**config.mk**
```make
export PLATFORM = sky130hd
export DESIGN_NAME = hbp_parity_unit
export DESIGN_NICKNAME = d
export VERILOG_FILES = /design/src/rtl/hbp_pkg.sv /design/src/rtl/hbp_par_gen.sv /design/src/rtl/hbp_err_log.sv /design/src/rtl/hbp_parity_unit.sv
export SDC_FILE = /design/constraint.sdc
export NUM_CORES = 1
export LEC_CHECK = 0
export BUFFER_PORTS_ARGS = -buffer_cell sky130_fd_sc_hd__buf_4
export CAP_MARGIN = 5
export CORE_UTILIZATION = 34
export DETAILED_ROUTE_END_ITERATION = 7
export PLACE_DENSITY = 0.8
export SYNTH_ARGS = -nofsm -noshare
export SYNTH_HDL_FRONTEND = slang
export SYNTH_HIERARCHICAL = 1
export SYNTH_SLANG_ARGS = --single-unit
```
**constraint.sdc**
```tcl
create_clock -name clk -period 2.7 [get_ports clk]
set_input_delay 0.81 -clock clk [delete_from_list [all_inputs] [get_ports clk]]
set_output_delay 0.81 -clock clk [all_outputs]
set_load 0.02 [all_outputs]
```
**src/rtl/hbp_pkg.sv**
```systemverilog
// Package: shared widths and status bit positions for the host bus parity unit.
// Assumes address group index i carries address bit i+3.
package hbp_pkg;
    localparam int REQ_W     = 5;
    localparam int ADDR_W    = 33;
    localparam int ADDR_LO_W = 21;
    localparam int RSP_W     = 3;
    localparam int NGRP      = 4;

    typedef enum int {
        GRP_REQ     = 0,
        GRP_ADDR_LO = 1,
        GRP_ADDR_HI = 2,
        GRP_RSP     = 3
    } grp_e;
endpackage

```
**src/rtl/hbp_par_gen.sv**
```systemverilog
// Module: low-true even parity generator for one group.
// Output is driven low (asserted) when the group has an odd number of low
// lines, so that group plus parity line always has an even count of lows.
module hbp_par_gen #(
    parameter int W = 4
) (
    input  logic [W-1:0] grp_n,
    output logic         par_n
);
    // Parity of asserted (low) lines, inverted onto the low-true output.
    always_comb begin
        par_n = ~(^(~grp_n));
    end
endmodule

```
**src/rtl/hbp_err_log.sv**
```systemverilog
// Module: sticky error status with write-one-to-clear and gated pulses.
// Assumes det is valid for one cycle per detected error; set wins over clear.
module hbp_err_log #(
    parameter int N = 4
) (
    input  logic         clk,
    input  logic         rst_n,
    input  logic [N-1:0] det,
    input  logic [N-1:0] en,
    input  logic         clr_we,
    input  logic [N-1:0] clr_mask,
    output logic [N-1:0] sts,
    output logic [N-1:0] pulse
);
    logic [N-1:0] clr_eff;

    // Clear vector is active only on a write strobe.
    always_comb begin
        clr_eff = clr_we ? clr_mask : '0;
    end

    // Sticky status update and one-cycle report pulses.
    always_ff @(posedge clk) begin
        if (!rst_n) begin
            sts   <= '0;
            pulse <= '0;
        end else begin
            sts   <= (sts & ~clr_eff) | det;
            pulse <= det & en;
        end
    end
endmodule

```
**src/rtl/hbp_parity_unit.sv**
```systemverilog
// Module: top of the host bus parity generator/checker.
// Generates parity for request, address halves and response groups, and
// checks received parity in the strobe cycle when another agent drives.
// Assumes all bus lines low-true; rsp_vld is a high-true sample strobe.
module hbp_parity_unit
    import hbp_pkg::*;
#(
    parameter int REQ_BITS  = REQ_W,
    parameter int ADDR_BITS = ADDR_W,
    parameter int ADDR_LO   = ADDR_LO_W,
    parameter int RSP_BITS  = RSP_W
) (
    input  logic                 clk,
    input  logic                 rst_n,
    input  logic                 drive_req,
    input  logic                 drive_rsp,
    input  logic                 ads_n,
    input  logic [REQ_BITS-1:0]  req_n,
    input  logic [ADDR_BITS-1:0] addr_n,
    input  logic [RSP_BITS-1:0]  rsp_n,
    input  logic                 rsp_vld,
    input  logic                 rp_n_in,
    input  logic [1:0]           ap_n_in,
    input  logic                 rsp_par_n_in,
    output logic                 rp_n_out,
    output logic [1:0]           ap_n_out,
    output logic                 rsp_par_n_out,
    input  logic [NGRP-1:0]      err_en,
    input  logic                 clr_we,
    input  logic [NGRP-1:0]      clr_mask,
    output logic [NGRP-1:0]      err_pulse,
    output logic [NGRP-1:0]      err_sts
);
    localparam int ADDR_HI = ADDR_BITS - ADDR_LO;

    logic            req_chk;
    logic            rsp_chk;
    logic [NGRP-1:0] det;

    hbp_par_gen #(.W(REQ_BITS + 1)) u_gen_req (
        .grp_n ({ads_n, req_n}),
        .par_n (rp_n_out)
    );

    hbp_par_gen #(.W(ADDR_LO)) u_gen_alo (
        .grp_n (addr_n[ADDR_LO-1:0]),
        .par_n (ap_n_out[0])
    );

    hbp_par_gen #(.W(ADDR_HI)) u_gen_ahi (
        .grp_n (addr_n[ADDR_BITS-1:ADDR_LO]),
        .par_n (ap_n_out[1])
    );

    hbp_par_gen #(.W(RSP_BITS)) u_gen_rsp (
        .grp_n (rsp_n),
        .par_n (rsp_par_n_out)
    );

    // Checks apply only to received groups in their strobe cycle.
    always_comb begin
        req_chk = !drive_req && !ads_n;
        rsp_chk = !drive_rsp && rsp_vld;
    end

    // Per-group mismatch detection against the locally computed parity.
    always_comb begin
        det              = '0;
        det[GRP_REQ]     = req_chk && (rp_n_in      != rp_n_out);
        det[GRP_ADDR_LO] = req_chk && (ap_n_in[0]   != ap_n_out[0]);
        det[GRP_ADDR_HI] = req_chk && (ap_n_in[1]   != ap_n_out[1]);
        det[GRP_RSP]     = rsp_chk && (rsp_par_n_in != rsp_par_n_out);
    end

    hbp_err_log #(.N(NGRP)) u_log (
        .clk      (clk),
        .rst_n    (rst_n),
        .det      (det),
        .en       (err_en),
        .clr_we   (clr_we),
        .clr_mask (clr_mask),
        .sts      (err_sts),
        .pulse    (err_pulse)
    );
endmodule

```
Word-level counts from Yosys, hierarchy flattened
Index checks and enable logic that the tools add are counted.
{"block": "word_totals", "reg_bits": 8, "output_inout_bits": 12}
{"block": "op_classes", "eq_ne": 4, "muxes": 1, "n_bitwise": 12, "n_reduce_logical": 13}
{"cell": "$not 21->21", "count": 1}
{"cell": "$reduce_xor 21->1", "count": 1}
{"cell": "$not 12->12", "count": 1}
{"cell": "$reduce_xor 12->1", "count": 1}
{"cell": "$and 4x4->4", "count": 2}
{"cell": "$logic_and 1x1->1", "count": 6}
{"cell": "$not 6->6", "count": 1}
{"cell": "$reduce_xor 6->1", "count": 1}
{"cell": "$mux 4", "count": 1}
{"cell": "$ne 1x1->1", "count": 4}
{"cell": "$not 1->1", "count": 4}
{"cell": "$not 4->4", "count": 1}
{"cell": "$or 4x4->4", "count": 1}
{"cell": "$logic_not 1->1", "count": 3}
{"cell": "$not 3->3", "count": 1}
{"cell": "$reduce_xor 3->1", "count": 1}

Logic depth before layout (Yosys ltp)
{"block": "depth", "depth_word": 6, "ltp_mapped": 8, "depth_no_buf": 8}

Modules after synthesis
Netlist, hierarchy kept.
{"mod": "hbp_err_log", "n_inst": 1, "cells_each": 24, "area_per_inst_um2": 245.2}
{"mod": "hbp_par_gen at u_gen_alo", "n_inst": 1, "cells_each": 19, "area_per_inst_um2": 180.2}
{"mod": "hbp_par_gen at u_gen_ahi", "n_inst": 1, "cells_each": 10, "area_per_inst_um2": 101.3}
{"mod": "hbp_parity_unit", "n_inst": 1, "cells_each": 8, "area_per_inst_um2": 62.6}
{"mod": "hbp_par_gen at u_gen_req", "n_inst": 1, "cells_each": 4, "area_per_inst_um2": 48.8}
{"mod": "hbp_par_gen at u_gen_rsp", "n_inst": 1, "cells_each": 1, "area_per_inst_um2": 23.8}

Worst setup path before layout
OpenSTA, ideal clock, no wires.
{"block": "synth_timing", "path_kind": "input-to-output", "start": "input port addr_n[17]", "end": "output port ap_n_out[0]", "arrival_ps": 1785, "path_slack_ps": 105, "stages": 4, "cell_sequence": "xor2_1 -> xnor2_1 -> xnor2_1 -> xnor3_1"}
{"block": "synth_via", "elab_chain_len": 3}
{"item": "start: declaration", "line_no": "hbp_parity_unit.sv:19", "text": "input logic [ADDR_BITS-1:0] addr_n,"}
{"item": "$not 21->21", "line_no": "hbp_par_gen.sv:12", "text": "par_n = ~(^(~grp_n));"}
{"item": "$reduce_xor 21->1", "line_no": "hbp_par_gen.sv:12"}
{"item": "$not 1->1", "line_no": "hbp_par_gen.sv:12"}
{"item": "end: declaration", "line_no": "hbp_parity_unit.sv:26", "text": "output logic [1:0] ap_n_out,"}
Every way passes these cells.

Final worst setup path
{"block": "layout_timing", "start": "input port addr_n[14]", "end": "output port ap_n_out[0]"}
The elaborated chain is that of the path after synthesis.

==> metrics.md <==
| Metric | Value |
|---|---|
| P_sw | 0.000223 W |
| Switching share of power | 32.9% |
| Met1 Use GR | between 15 and 20% |
| Critical path origin | addr_n[14] |
| Worst setup margin | -93.8 ps |
| Status | finished with violations |
| Worst Hold Launch | u_log/sts[2] |
| Final period util | 103% |
| Logic pwr share | 67.1% |
| Syn Std Cell Area | 662 um2 |
| Clock power frac | a little over an eighth |
| Post-synthesis compound-gate area fraction | 6.81% |
| Die area | 2130 um2 |
| Reg-to-Reg End | u_log/sts[2] |
| Max clock buf depth | 2 |
| Placed cell area | approximately 1200 um2 |
| Post-DP HPWL | 1.63 mm |
| Io pins | 72 |
| Total GRT Usage | between 10% and 20% |
| H-Tree Depth | 1 |
| WHS | 514 ps |
| Simple-gate share of the synthesized area | 7.94% |
| Hold Path End | u_log/sts[2] |
| P per Cell Area | roughly 510 nW/um2 |
| CTS tree | built |
| Leakage power | 0.654 nW |
| Gr ovfl total | 0 |
| Met2 Usage GRT | ~37% |
| Setup Skew | 0 ps |
| Grt met3 use | 5.49% |
| Sequential Power Share | about a fifth |
| DRT iter0 DRCs | 4 |
| Non-filler instance count after layout | roughly 170 |
| Die height | 46.1 um |
| Max-cap violations | 0 |
| Placed cell count | 164 |
| Setup crit start kind | input pin |
| CTS Buf Count | 3 |
| Fmax | 358 MHz |
| Synthesis-to-finish area growth | 100% |
| Fin crit period | 2790 ps |
| Busiest grt layer | met2 |
| Drt drc | 0 |
| Endpoints failing hold | 0 |
| Failing checks | setup timing |
| Yosys reg bits | 8 |
| Syn Area/Cell | roughly 10 um2 |
| Internal power | 0.000456 W |
| Vias | slightly above 700 |
| RSZ-0062 raised after global routing | true |
| Vias in the first global route | 655 |
| CTS root buf | clkbuf_4 |
| Mapped Nets | 126 |
| Syn Inst Count | between 60 and 70 |
| Max Slew Vio Count | 0 |
| RR Startpoint | u_log/sts[2] |
| Post-synthesis sequential area ratio | 24.2% |
| Post-synthesis adder-cell area fraction | 0% |
| Reg clk slew, reported paths | 50 ps |
| Final RePlAce weighted congestion | ~0.66 |
| DRT Wirelength | 1.96 mm |
| XOR/XNOR share of the synthesized area | 58.8% |
| Min-Delay Path Class | register to register |
| Ant diodes | 0 |
| Yosys Warn Count | 6 |
| Cells on worst reg2reg path | 2 |
| Post-synthesis mux area share | 0% |
| Clock Latency Late Sink | between 200 and 300 ps |
| Layout cells sized above 1 | 57.7% |
| Starting density of the core | 37.1% |
| Drt via density | 4.32 |
| Largest family of logic cells by synthesized area | XOR/XNOR gates |
| Crit path DAT | 1980 ps |
| Largest net degree at the start of global routing | 9 |
| Power Total | 0.000679 W |
| Worst VDD drop | 0.258 mV |
| Initial antenna violation count | 0 |
| Core area | 1780 um2 |
| # setup viols final | 1 |
| Input/output buffers | roughly 70 |
| Setup CP Type | input pin to primary output |
| Avg WL per Cell | 11.7 um |
| Layout Nets | 204 |
| Row count | 15 |
| CP Max Fanout | 2 |
| Slew of the pin with the lowest slew margin | approximately 340 ps |
| Endpoint class of the critical path | primary output |
| Postcts setup bufs | 0 |
| Clock sink count | 8 |
| Hold path cells | 2 |
| Slew HR | about 77% |
| Die W | 46.1 um |
| Fin area | 1320 um2 |
| Antenna viol nets, final | 0 |
| Hold_buf cts | 0 |
| Critical Path RT | 1890 ps |
| Synth cell types | 11 |
| Worst R2R Setup Slack | between 2000 and 2500 ps |
| Global-route wire length before repair | 2.68 mm |
| Drt pass-1 iters | 4 |
kinds of logic after synthesis:
logic type / after synthesis
XOR/XNOR: 38
AO/OA/AOI/OAI: 8
flip-flops: 8
AND/OR/NAND/NOR: 8
buffers and inverters: 4
power by group through the flow:
| stage | combinational, W | clock, W | sequential, W |
|---|---|---|---|
| after floorplan | 0.000228 | 0 | 0.000149 |
| after global placement | 0.000428 | 0 | 0.000135 |
| after detailed placement | 0.000434 | 0 | 0.000135 |
| after CTS | 0.000458 | 0.0000932 | 0.000133 |
| after global routing | 0.000488 | 0.0000989 | 0.000134 |
| final | 0.000456 | 0.0000902 | 0.000133 |
synthesized netlist by cell type, drive strengths merged:
master	count	area [um2]
a31oi	4	25.0
and3	4	25.0
dfxtp	8	160
inv	4	15.0
nor3	3	15.0
nor3b	1	12.5
o21ai	4	20.0
xnor2	29	254
xnor3	3	67.6
xor2	5	43.8
xor3	1	23.8
state kept, by name, indices dropped and copies added, names as in the netlist:
register     count
u_log/pulse      4
u_log/sts        4
metrics by stage:
stage                     setup TNS (ps)  setup slack (ps)  util, %
after floorplan                        0               105        -
after global placement             -87.3             -87.3     69.6
after detailed placement            -136              -136     69.6
after CTS                           -106              -106     73.8
after global routing                -149              -149     74.2
final                              -93.8             -93.8     74.2
layer usage:
| metal | routed length, um | part of all wire (%) | vias to the layer above |
|---|---|---|---|
| met3 | 180 | 9.2 | 0 |
| met4 | 0 | 0 | 0 |
| li1 | - | - | 370 |
| met5 | 0 | 0 | - |
| met2 | 1120 | 57 | 37 |
| met1 | 656 | 34 | 315 |
final cells by class:
| class | instances | area [um2] |
|---|---|---|
| clock buffers | 3 | 22.5 |
| fillers | 149 | 459 |
| inverters | 4 | 15.0 |
| multi-input cells | 54 | 524 |
| flip-flops and latches | 8 | 160 |
| well taps | 25 | 31.3 |
| repair buffers | 73 | 571 |
placed cells by master, fill, tap and decap left out:
cell	instances
buf_4	67
xnor2_1	25
dfxtp_1	8
buf_6	6
xor2_1	4
xnor2_2	4
and3_1	4
inv_1	4
o21ai_1	4
a31oi_1	4
nor3_1	3
clkbuf_4	3
xnor3_1	3
nor3b_2	1
xor2_2	1
xor3_1	1
timing repair:
| action | in CTS | in global routing |
|---|---|---|
| setup endpoints to repair | 1 | 1 |
| gates resized for setup | 10 | 1 |
| pin swaps | 7 | 3 |
| gates cloned | 0 | 0 |
worst max-delay path, stage by stage:
cell     delay, ps
buf_4          120
xnor2_2        150
xnor2_1        150
xnor2_1        150
xnor3_1        450
buf_6          150
how the worst max path moves through the flow:
stage	cells past startpoint	endpoint
global route	6	ap_n_out[0]
floorplan	4	ap_n_out[0]
global placement	6	ap_n_out[0]
CTS	6	ap_n_out[0]
detailed placement	6	ap_n_out[0]
finish	6	ap_n_out[0]
Note: power is estimated with default switching activity, not from simulation.
